### src/rtl/dntimer_pkg.sv
package dntimer_pkg;
   localparam int OFS_W = 8;

   localparam logic [OFS_W-1:0] OFS_RELOAD = 8'h20;
   localparam logic [OFS_W-1:0] OFS_COUNT  = 8'h24;
   localparam logic [OFS_W-1:0] OFS_CTRL   = 8'h28;
   localparam logic [OFS_W-1:0] OFS_CLEAR  = 8'h2C;
   localparam logic [OFS_W-1:0] OFS_RAW    = 8'h30;
   localparam logic [OFS_W-1:0] OFS_MASKED = 8'h34;
   localparam logic [OFS_W-1:0] OFS_BGLD   = 8'h38;

   localparam int CTL_RUN = 7;
   localparam int CTL_PER = 6;
   localparam int CTL_IE  = 5;

   typedef struct packed {
      logic run;
      logic per;
      logic ie;
   } ctl_t;

   typedef struct packed {
      logic reload;
      logic bgld;
      logic ctrl;
      logic clear;
   } wstb_t;
endpackage

### src/rtl/dntimer_regif.sv
module dntimer_regif
   import dntimer_pkg::*;
#(
   parameter int DATA_W = 32,
   parameter int ADDR_W = 8
) (
   input  logic              psel,
   input  logic              penable,
   input  logic              pwrite,
   input  logic [ADDR_W-1:0] paddr,
   input  logic [DATA_W-1:0] cnt,
   input  logic [DATA_W-1:0] rl,
   input  ctl_t              ctl,
   input  logic              raw,
   output wstb_t             wstb,
   output logic [DATA_W-1:0] prdata
);
   logic [OFS_W-1:0] ofs;
   logic             wr_en;

   assign ofs   = paddr[OFS_W-1:0];
   assign wr_en = psel & penable & pwrite;

   always_comb begin
      wstb.reload = wr_en && (ofs == OFS_RELOAD);
      wstb.bgld   = wr_en && (ofs == OFS_BGLD);
      wstb.ctrl   = wr_en && (ofs == OFS_CTRL);
      wstb.clear  = wr_en && (ofs == OFS_CLEAR);
   end

   always_comb begin
      prdata = '0;
      case (ofs)
         OFS_RELOAD, OFS_BGLD: prdata = rl;
         OFS_COUNT:            prdata = cnt;
         OFS_CTRL: begin
            prdata[CTL_RUN] = ctl.run;
            prdata[CTL_PER] = ctl.per;
            prdata[CTL_IE]  = ctl.ie;
         end
         OFS_RAW:              prdata[0] = raw;
         OFS_MASKED:           prdata[0] = raw & ctl.ie;
         default:              prdata = '0;
      endcase
   end
endmodule

### src/rtl/dntimer_core.sv
module dntimer_core
   import dntimer_pkg::*;
#(
   parameter int DATA_W = 32,
   parameter bit RST_IE = 1'b1
) (
   input  logic              clk,
   input  logic              rst_n,
   input  wstb_t             wstb,
   input  logic [DATA_W-1:0] wdata,
   output logic [DATA_W-1:0] cnt,
   output logic [DATA_W-1:0] rl,
   output ctl_t              ctl,
   output logic              raw
);
   localparam logic [DATA_W-1:0] ALL_ONES = '1;

   logic at_zero;
   logic zero_evt;
   logic [DATA_W-1:0] cnt_nxt;

   assign at_zero  = (cnt == '0);
   assign zero_evt = ctl.run & ~wstb.reload & at_zero;

   always_comb begin
      if (wstb.reload)
         cnt_nxt = wdata;
      else if (!ctl.run)
         cnt_nxt = cnt;
      else if (at_zero)
         cnt_nxt = ctl.per ? rl : ALL_ONES;
      else
         cnt_nxt = cnt - 1'b1;
   end

   always_ff @(posedge clk or negedge rst_n) begin
      if (!rst_n) begin
         cnt     <= ALL_ONES;
         rl      <= '0;
         ctl.run <= 1'b0;
         ctl.per <= 1'b0;
         ctl.ie  <= RST_IE;
         raw     <= 1'b0;
      end else begin
         cnt <= cnt_nxt;
         if (wstb.reload || wstb.bgld)
            rl <= wdata;
         if (wstb.ctrl) begin
            ctl.run <= wdata[CTL_RUN];
            ctl.per <= wdata[CTL_PER];
            ctl.ie  <= wdata[CTL_IE];
         end
         if (zero_evt)
            raw <= 1'b1;
         else if (wstb.clear)
            raw <= 1'b0;
      end
   end
endmodule

### src/rtl/dntimer_apb.sv
module dntimer_apb
   import dntimer_pkg::*;
#(
   parameter int DATA_W = 32,
   parameter int ADDR_W = 8,
   parameter bit RST_IE = 1'b1
) (
   input  logic              pclk,
   input  logic              presetn,
   input  logic              psel,
   input  logic              penable,
   input  logic              pwrite,
   input  logic [ADDR_W-1:0] paddr,
   input  logic [DATA_W-1:0] pwdata,
   output logic [DATA_W-1:0] prdata,
   output logic              pready,
   output logic              pslverr,
   output logic              irq
);
   generate
      if (DATA_W < CTL_RUN + 1) begin : g_bad_data_w
         $error("DATA_W too narrow for control bits");
      end
      if (ADDR_W < OFS_W) begin : g_bad_addr_w
         $error("ADDR_W must cover the register offsets");
      end
   endgenerate

   wstb_t             wstb;
   logic [DATA_W-1:0] cnt_q;
   logic [DATA_W-1:0] rl_q;
   ctl_t              ctl_q;
   logic              raw_q;

   dntimer_regif #(.DATA_W(DATA_W), .ADDR_W(ADDR_W)) u_regif (
      .psel    (psel),
      .penable (penable),
      .pwrite  (pwrite),
      .paddr   (paddr),
      .cnt     (cnt_q),
      .rl      (rl_q),
      .ctl     (ctl_q),
      .raw     (raw_q),
      .wstb    (wstb),
      .prdata  (prdata)
   );

   dntimer_core #(.DATA_W(DATA_W), .RST_IE(RST_IE)) u_core (
      .clk   (pclk),
      .rst_n (presetn),
      .wstb  (wstb),
      .wdata (pwdata),
      .cnt   (cnt_q),
      .rl    (rl_q),
      .ctl   (ctl_q),
      .raw   (raw_q)
   );

   assign pready  = 1'b1;
   assign pslverr = 1'b0;
   assign irq     = raw_q & ctl_q.ie;
endmodule

### config.mk
export PLATFORM = sky130hd
export DESIGN_NAME = dntimer_apb
export DESIGN_NICKNAME = d
export VERILOG_FILES = /design/src/rtl/dntimer_pkg.sv /design/src/rtl/dntimer_regif.sv /design/src/rtl/dntimer_core.sv /design/src/rtl/dntimer_apb.sv
export SDC_FILE = /design/constraint.sdc
export NUM_CORES = 1
export LEC_CHECK = 0
export BUFFER_PORTS_ARGS = -buffer_cell sky130_fd_sc_hd__buf_2
export CAP_MARGIN = 40
export CORE_MARGIN = 2
export CORE_UTILIZATION = 36
export CTS_CLUSTER_SIZE = 24
export DETAILED_ROUTE_END_ITERATION = 10
export GPL_ROUTABILITY_DRIVEN = 0
export GPL_TIMING_DRIVEN = 0
export PLACE_DENSITY = 0.64
export SLEW_MARGIN = 20
export SYNTH_ARGS = -nofsm -noshare
export SYNTH_HDL_FRONTEND = slang
export SYNTH_HIERARCHICAL = 1
export SYNTH_SLANG_ARGS = --single-unit
### constraint.sdc
create_clock -name pclk -period 3.12 [get_ports pclk]
set_clock_uncertainty 0.2 [all_clocks]
set_input_delay 0.312 -clock pclk [delete_from_list [all_inputs] [get_ports pclk]]
set_output_delay 0.312 -clock pclk [all_outputs]
set_load 0.1 [all_outputs]
==> qor.csv, run 1 <==
metric,value,unit
status,finished clean,
max-cap violation count,0,
multiplexer area fraction after synthesis,8.56,%
hold depth,3,
num ports,80,
CTS buffer count,9,
via count,4472,
Final period util,96.4,%
reg-to-reg setup timing slack,0.11,ns
RSZ-0062 raised after global routing,false,
clk buf depth,2,
clock latency on the worst-skew pair,0.34,ns
final-report hold violation count,0,
num rows,41,
asr flop ratio synth,100,%
Hold Crit Start,pwdata[24],
DP HPWL,10800,um
CP arrival,3.07,ns
layout cells sized above 1,34.0,%
simple-gate share of the synthesized area,23.3,%
drt total wl,15300,um
Cell Pwr Density,517,nW/um2
Die Wd,117,um
# diodes,0,
All-Layer GR Usage,23.2,%
Final Non-Filler Cells,746,
Reg2Reg Depth,8,
final setup TNS,0,ns
TritonCTS Sinks,68,
CP Capture Type,register,
Pre-antenna DRT Iters,5,
number of global-route vias before repair,4344,
routed len/inst,20.5,um
antenna violations before repair,0,
Synth Register Bits,68,
Adder-Cell Fraction of Synth Area,0.547,%
Post-Syn Nets,519,
H-tree levels,3,
"Clk pin slew, worst setup/hold paths",0.05,ns
Vert. Die Dim,117,um
worst rel slew slack,52.4,%
vias per cell,5.99,
largest fanout on the critical path,9,
Critical R2R Capture,u_core/cnt[29]$_DFFE_PN1P_,
"Cell Area, Synth",4580,um2
CTS root buffer,clkbuf_16,
count of input and output buffers,77,
area grow syn2layout,21.4,%
Hold Slack,0.0116,ns
largest net degree at the start of global routing,42,
Fillers,1246,
final setup vio count,0,
grt total ovfl,0,
die area,13600,um2
Reg2Reg Launch Point,u_core/cnt[12]$_DFFE_PN1P_,
core box area,12500,um2
Static Leak,0.00229,uW
Critical Path Start,u_core/cnt[12]$_DFFE_PN1P_,
post-synthesis xor/xnor area fraction,2.30,%
first-pass GRT wire length,23800,um
FMAX,0.333,GHz
nature of the critical path startpoint,register,
Critical Path RT,3.18,ns
sequential area share after synthesis,38.1,%
Min-Delay Path Class,in -> reg,
dpl cells,724,
yosys warns,6,
CTS tree,built,
cells after synthesis,472,
"Distinct cells, synth",58,
actual slew at the worst max-slew pin,0.715,ns
crit path kind,reg -> reg,
min Tclk post-route,3.01,ns
Min-Delay Endpoint,u_core/cnt[24]$_DFFE_PN1P_,
Nets,616,
Post-synth top flop,dfrtp_1,
Compound-Gate Fraction of Synth Area,21.2,%
largest family of logic cells by synthesized area,simple AND/OR/NAND/NOR gates,
Initial Util,36.6,%
final slew viol count,0,
DRC,0,
Mean Syn Cell Area,9.70,um2
Iteration-0 DRC Markers,522,
"EDFF count, synth",0,
Detail Route Antenna Nets,0,
Max IR drop VDD,0.274,mV
==> cells in the mapped netlist, drive strengths merged (6+ instances only) <==
cell,n,area (um2)
nor3b,47,353
dfrtp,35,876
dfstp,33,867
mux2,33,372
clkbuf,29,109
a22o,28,245
a21oi,27,135
o31ai,27,203
nor3,24,131
nor2,17,63.8
inv,15,56.3
buf,13,104
nand2,10,37.5
nor4,10,92.6
nand3,9,45.0
o21ai,8,40.0
xnor2,8,70.1
a31oi,7,43.8
nand4,7,43.8
o31a,7,61.3
or4,7,56.3
a221o,6,60.1
==> routing by layer <==
metal / part of all wire [%] / global-route usage [%] / vias up / routed length [um]
li1: - / - / 2010 / -
met1: 42 / 30.8 / 2187 / 6400
met2: 47 / 37.6 / 243 / 7120
met3: 9.3 / 5.81 / 32 / 1420
met4: 2.1 / 6.43 / 0 / 327
met5: 0 / 0 / - / 0
==> worst max-delay path by stage <==
stage / end / cells after the start
detailed placement: u_core/cnt[4]$_DFFE_PN1P_ / 10
CTS: u_core/cnt[2]$_DFFE_PN1P_ / 9
global route: u_core/cnt[4]$_DFFE_PN1P_ / 8
finish: u_core/cnt[29]$_DFFE_PN1P_ / 8
global placement: u_core/cnt[13]$_DFFE_PN1P_ / 10
floorplan: u_core/cnt[12]$_DFFE_PN1P_ / 9
==> placed cells by master (no fill, tap or decap), types with 15 or more instances in the layout <==
| cell type | Yosys | layout |
|---|---|---|
| buf_2 | 2 | 79 |
| nor3b_1 | 47 | 47 |
| dfrtp_1 | 35 | 35 |
| mux2_2 | 33 | 33 |
| dfstp_2 | 33 | 33 |
| a22o_1 | 28 | 28 |
| a21oi_1 | 27 | 27 |
| o31ai_1 | 27 | 27 |
| clkbuf_1 | 29 | 26 |
| nor3_1 | 23 | 23 |
| nor2_1 | 17 | 17 |
| inv_1 | 15 | 15 |
==> cells by family after synthesis <==
family                   after synthesis
AND/OR/NAND/NOR                      164
adder cells (fa/ha/maj)                2
other                                  2
multiplexers                          35
flip-flops                            68
AO/OA/AOI/OAI                        132
XOR/XNOR                              12
buffers and inverters                 57
==> where the power goes <==
| part | switching (uW) | leakage (uW) | total (uW) | internal, uW |
|---|---|---|---|---|
| Sequential | 183 | 0.000821 | 1280 | 1090 |
| Clock | 375 | 0.000140 | 977 | 603 |
| Combinational | 326 | 0.00133 | 619 | 293 |
==> sequential cells by signal, summed over array words and instances, names as in the netlist <==
signal,count
u_core/cnt,32
u_core/ctl,3
u_core/raw,1
u_core/rl,32
==> repair_timing <==
action | in CTS | in global routing
endpoints found under the setup margin | 21 | 25
buffers inserted | 0 | 4
hold endpoints to repair | 16 | 0
resized for setup | 4 | 5
hold buffers | 1 | 0
==> area by class of cell <==
cell class                      instances  area, um2  area share, %
Buffer                                 42        223           4.01
Clock buffer                           15        278           5.00
Clock inverter                          1       5.00         0.0901
Inverter                               15       56.3           1.01
Multi-Input combinational cell        347       2570           46.3
Sequential cell                        68       1740           31.4
Tap cell                              172        215           3.87
Timing Repair Buffer                   86        463           8.34
==> stage by stage <==
stage / area [um2] / total power (uW) / util (%) / worst slack (ns)
finish: 5550 / 2870 / 44.4 / 0.113
global route: 5550 / 3040 / 44.4 / 0.0220
CTS: 5510 / 2880 / 44.1 / 0.0478
detailed placement: 5220 / 1890 / 41.7 / -0.641
global placement: 5180 / 1850 / 41.4 / -0.609
floorplan: 4580 / 1670 / - / 0.336
==> critical path, cell delays in order, from the launching register on <==
cell	delay, ns
dfstp_2	0.39
or4_1	0.60
or4_1	0.48
buf_2	0.21
nor4_4	0.33
buf_6	0.17
buf_4	0.12
a31oi_1	0.08
a221o_1	0.35
(Power assumes the default switching activity.)
==> inputs of run 2 (changes only) <==
Settings changed: BUFFER_PORTS_ARGS -buffer_cell sky130_fd_sc_hd__buf_2 to -buffer_cell sky130_fd_sc_hd__buf_4, CORE_MARGIN 2 to 1.5.
==> qor.csv, run 2 (same netlist as run 1, synthesis figures left out) <==
metric,value,unit,change
CP Capture Type,register,,
first-pass GRT wire length,24200,um,+1.9%
Min-Delay Path Class,in -> reg,,
worst rel slew slack,40.5,%,-12 points
Static Leak,0.00234,uW,+2.0%
antenna violations before repair,0,,unchanged
number of global-route vias before repair,4535,,+4.4%
TritonCTS Sinks,68,,unchanged
clk buf depth,2,,unchanged
via count,4509,,+0.83%
"commonest non-fill, non-tap cell in the layout",buf_4,,
All-Layer GR Usage,24.0,%,+0.79 points
layout cells sized above 1,33.6,%,-0.41 points
Final Non-Filler Cells,750,,+0.54%
nature of the critical path startpoint,input port,,
Final period util,96.7,%,+0.31 points
actual slew at the worst max-slew pin,0.885,ns,+0.171 ns
final slew viol count,0,,unchanged
core box area,12500,um2,unchanged
CTS tree,built,,
min Tclk post-route,3.02,ns,+0.00953 ns
most frequent CP cell,clkbuf_2,,
num ports,80,,unchanged
Critical Path RT,3.16,ns,-0.02 ns
Reg2Reg Depth,8,,unchanged
Pre-antenna DRT Iters,5,,unchanged
grt total ovfl,0,,unchanged
DRC,0,,unchanged
FMAX,0.332,GHz,-0.32%
RSZ-0062 raised after global routing,false,,
Stages on worst setup path,10,,+2
largest net degree at the start of global routing,42,,unchanged
Detail Route Antenna Nets,0,,unchanged
crit-path leading delay family,buffers and inverters,,
Bufs and invs on worst path,5,,+2
H-tree levels,3,,unchanged
Nets,620,,+0.65%
max incr delay on CP,0.58,ns,-0.02 ns
routed len/inst,20.6,um,+0.48%
hold depth,3,,unchanged
largest fanout on the critical path,10,,+1
"commonest cells after routing, fill and taps aside","86 x buf_4, 47 x nor3b_1, 35 x dfrtp_1",,
Max IR drop VDD,0.297,mV,+8.3%
max-cap violation count,0,,unchanged
"Clk pin slew, worst setup/hold paths",0.06,ns,about the same
CTS root buffer,clkbuf_16,,
slowest CP cell,or4b_4,,
# diodes,0,,unchanged
DP HPWL,10800,um,+0.69%
CP arrival,3.06,ns,about the same
die area,13400,um2,-1.7%
Cell Pwr Density,494,nW/um2,-4.5%
area grow syn2layout,26.2,%,
vias per cell,6.01,,+0.29%
final-report hold violation count,0,,unchanged
dpl cells,724,,unchanged
critical-path cell list,buf_4 > or4b_4 > or2_1 > nor3_1 > clkbuf_2 > clkbuf_1 > clkbuf_2 > clkbuf_2 > a21oi_1 > o31ai_1,,
num rows,41,,unchanged
Iteration-0 DRC Markers,377,,-28%
status,finished clean,,
Vert. Die Dim,116,um,-0.86%
Largest regs,"u_core/cnt: 32 flops, u_core/rl: 32 flops, u_core/ctl: 3 flops",,
clock latency on the worst-skew pair,0.34,ns,about the same
count of input and output buffers,77,,unchanged
CTS buffer count,9,,unchanged
fin util,46.1,%,+1.8 points
Die Wd,116,um,-0.86%
crit path kind,in -> reg,,
final setup vio count,0,,unchanged
drt total wl,15400,um,+1.0%
Initial Util,36.6,%,unchanged
-- run 2: changes by cell type in the layout (fill, tap and decap cells not counted), moves of 2 or more --
cell,before,now
buf_2,79,3
buf_4,11,86
dlygate4sd3_1,1,7
clkbuf_8,3,1
-- run 2: tightest hold or removal path, delay by kind of cell --
| kind | cells | cell delay (ns) |
|---|---|---|
| buffers and inverters | 1 | 0.09 |
| AOI/OAI and AO/OA | 2 | 0.12 |
-- run 2: final timing paths --
path | startpoint | to | slack (ns)
setup / recovery | paddr[4] | u_core/cnt[6]$_DFFE_PN1P_ | 0.10
hold / removal | pwdata[18] | u_core/cnt[18]$_DFFE_PN1P_ | 0.01
setup reg to reg | u_core/cnt[12]$_DFFE_PN1P_ | u_core/cnt[1]$_DFFE_PN1P_ | 0.13
hold reg to reg | u_core/rl[25]$_DFFE_PN0P_ | u_core/rl[25]$_DFFE_PN0P_ | 0.32
max in group asynchronous | presetn | u_core/ctl[0]$_DFFE_PN1P_ | 1.86
min in group asynchronous | presetn | u_core/rl[23]$_DFFE_PN0P_ | 0.24
-- run 2: per-layer routing --
layer	wire [um]	global-route usage (%)	share of wire [%]
met2	7150	39.0	46
met1	6430	30.3	42
met3	1360	6.59	8.8
met5	0	0	0
met4	487	9.43	3.2
-- run 2: cell type report --
type | instances | area [um2]
Clock inverter | 2 | 10.0
Multi-Input combinational cell | 347 | 2570
Tap cell | 172 | 215
Fill cell | 1250 | 6740
Timing Repair Buffer | 90 | 701
Clock buffer | 14 | 254
Inverter | 15 | 56.3
Buffer | 42 | 225
Sequential cell | 68 | 1740
-- run 2: metrics by stage --
step           setup WS (ns)  total power, uW  setup TNS (ns)  hold slack (ns)  cell area, um2
2_1_floorplan          0.336             1670               0           -0.184            4580
6_report               0.104             2850               0           0.0106            5780
5_1_grt              0.00375             2990               0          0.00810            5780
3_3_place_gp          -0.643             1870          -17.22            0.289            5370
3_5_place_dp          -0.679             1910          -18.00           0.0581            5410
4_1_cts               0.0188             2860               0          0.00107            5750
-- run 2: repair_timing --
item / 4_1_cts / 5_1_grt
endpoints found under the setup margin: 21 / 25
pin swaps: 0 / 0
buffers inserted: 0 / 3
endpoints found under the hold margin: 33 / 0
hold buffers: 7 / 0
gates resized for setup: 4 / 8
-- run 2: power by group --
group	switching, uW	internal [uW]	total [uW]	leakage (uW)
combinational	330	311	642	0.00139
clock	378	558	936	0.000131
sequential	183	1090	1280	0.000821
==> inputs of run 3 (changes only) <==
Settings changed: BUFFER_PORTS_ARGS -buffer_cell sky130_fd_sc_hd__buf_4 to -buffer_cell sky130_fd_sc_hd__buf_2.
==> qor.csv, run 3 (same netlist as run 1, synthesis figures left out) <==
metric,value,unit,change
Cell Pwr Density,531,nW/um2,+7.5%
Post-Route M1 WL,6360,um,-1.2%
Critical Path RT,3.10,ns,-0.06 ns
antenna violations before repair,0,,unchanged
CTS tree,built,,
drt total wl,15500,um,+0.58%
layout cells sized above 1,33.4,%,-0.17 points
final slew viol count,0,,unchanged
Reg2Reg Launch Point,u_core/cnt[12]$_DFFE_PN1P_,,
first-pass GRT wire length,23900,um,-1.5%
Min-Delay Path Class,in -> reg,,
Static Leak,0.00228,uW,-2.6%
clk buf depth,2,,unchanged
H-tree levels,3,,unchanged
"commonest non-fill, non-tap cell in the layout",buf_2,,
"Setup Fix Bufs, Post-CTS",0,,unchanged
via count,4563,,+1.2%
area grow syn2layout,21.0,%,
Final period util,97.9,%,+1.2 points
num ports,80,,unchanged
"commonest cells after routing, fill and taps aside","80 x buf_2, 47 x nor3b_1, 35 x dfrtp_1",,
DR top layer,met4,,
Critical R2R Capture,u_core/cnt[2]$_DFFE_PN1P_,,
core box area,12500,um2,unchanged
die area,13400,um2,unchanged
final setup vio count,0,,unchanged
crit path kind,in -> reg,,
largest fanout on the critical path,10,,unchanged
vias per cell,6.16,,+2.4%
Max IR drop VDD,0.280,mV,-5.6%
crit path capture,u_core/raw$_DFFE_PN0P_,,
largest net degree at the start of global routing,44,,+4.8%
Vert. Die Dim,116,um,unchanged
num rows,41,,unchanged
status,finished clean,,
TritonCTS Sinks,68,,unchanged
Critical Path Start,paddr[4],,
final setup TNS,0,ns,unchanged
count of input and output buffers,77,,unchanged
WL met3,1540,um,+13%
max-cap violation count,0,,unchanged
CP Capture Type,register,,
Detail Route Antenna Nets,0,,unchanged
Pre-antenna DRT Iters,6,,+1
Nets,611,,-1.5%
Initial Util,36.6,%,unchanged
Worst Slack Setup Final,0.0661,ns,-0.0378 ns
Die Wd,116,um,unchanged
Largest regs,"u_core/cnt: 32 flops, u_core/rl: 32 flops, u_core/ctl: 3 flops",,
"Clk pin slew, worst setup/hold paths",0.05,ns,about the same
Design Power,2940,uW,+3.1%
final-report hold violation count,0,,unchanged
DP HPWL,10800,um,-0.50%
met2 WL post-DR,7340,um,+2.7%
"Cell Area, Placed",5220,um2,-3.4%
# diodes,0,,unchanged
nature of the critical path startpoint,input port,,
Iteration-0 DRC Markers,497,,+32%
number of global-route vias before repair,4354,,-4.0%
CP arrival,3.03,ns,-0.03 ns
actual slew at the worst max-slew pin,0.844,ns,-0.0413 ns
CTS buffer count,9,,unchanged
Reg2Reg Depth,8,,unchanged
design area,5540,um2,-4.1%
clock latency on the worst-skew pair,0.34,ns,about the same
DP Worst Slack,-0.676,ns,+0.00289 ns
reg-to-reg setup timing slack,0.10,ns,-0.03 ns
DRC,0,,unchanged
grt total ovfl,0,,unchanged
All-Layer GR Usage,23.7,%,-0.28 points
min Tclk post-route,3.05,ns,+0.0378 ns
routed len/inst,20.9,um,+1.8%
CTS root buffer,clkbuf_16,,
FMAX,0.327,GHz,-1.2%
Hold Slack,0.0168,ns,+0.00611 ns
worst rel slew slack,43.3,%,+2.8 points
==> run 3: cell types whose count changed in the layout (fill, tap and decap cells not counted), sizes merged <==
cell / change
dlygate4sd3: -6
clkbuf: -2
clkinv: -2
bufinv: +1
==> run 3: worst min path at each step <==
| stage | startpoint | to | slack (ns) | cells past startpoint |
|---|---|---|---|---|
| CTS | pwdata[12] | u_core/cnt[12]$_DFFE_PN1P_ | 0.007 | 3 |
| global route | pwdata[28] | u_core/rl[28]$_DFFE_PN0P_ | 0.01 | 2 |
| global placement | u_core/rl[25]$_DFFE_PN0P_ | u_core/rl[25]$_DFFE_PN0P_ | 0.31 | 2 |
| finish | pwdata[24] | u_core/cnt[24]$_DFFE_PN1P_ | 0.02 | 3 |
| detailed placement | presetn | u_core/rl[23]$_DFFE_PN0P_ | 0.05 | 1 |
| floorplan | presetn | u_core/ctl[1]$_DFFE_PN0P_ | -0.18 | 0 |
==> run 3: where the power goes <==
part,switching [uW],total (uW),internal [uW]
logic,330,621,291
registers,182,1270,1090
clock network,382,1050,664
==> run 3: worst max-delay path, stage by stage <==
cell	delay, ns
buf_2	0.12
or4b_4	0.59
or2_1	0.29
nor3_1	0.15
buf_1	0.42
nand2b_1	0.17
clkbuf_1	0.48
clkbuf_2	0.37
o22ai_1	0.14
==> run 3: timing repair <==
item / CTS / global route
hold buffers: 1 / 0
resized for setup: 5 / 5
endpoints found under the setup margin: 21 / 23
hold endpoints to repair: 25 / 0
==> run 3: cell type report <==
| cell class | instances | area [um2] |
|---|---|---|
| timing repair buffer | 81 | 435 |
| sequential | 68 | 1740 |
| multi-input combinational | 347 | 2570 |
| inverter | 15 | 56.3 |
| tap | 172 | 215 |
| fill | 1264 | 6980 |
| clock inverter | 1 | 30.0 |
| clock buffer | 15 | 268 |
| buffer | 42 | 221 |
==> run 3: layer usage <==
metal / vias up / global-route usage [%]
li1: 2002 / -
met1: 2243 / 31.2
met2: 282 / 39.2
met3: 36 / 5.54
met4: 0 / 6.50
met5: - / 0
==> run 3: metrics by stage <==
stage                     std cells  utilization, %
after floorplan                 472               -
after global placement          721            41.4
after detailed placement        724            41.7
after CTS                       741            44.2
after global routing            741            44.3
final                           741            44.3
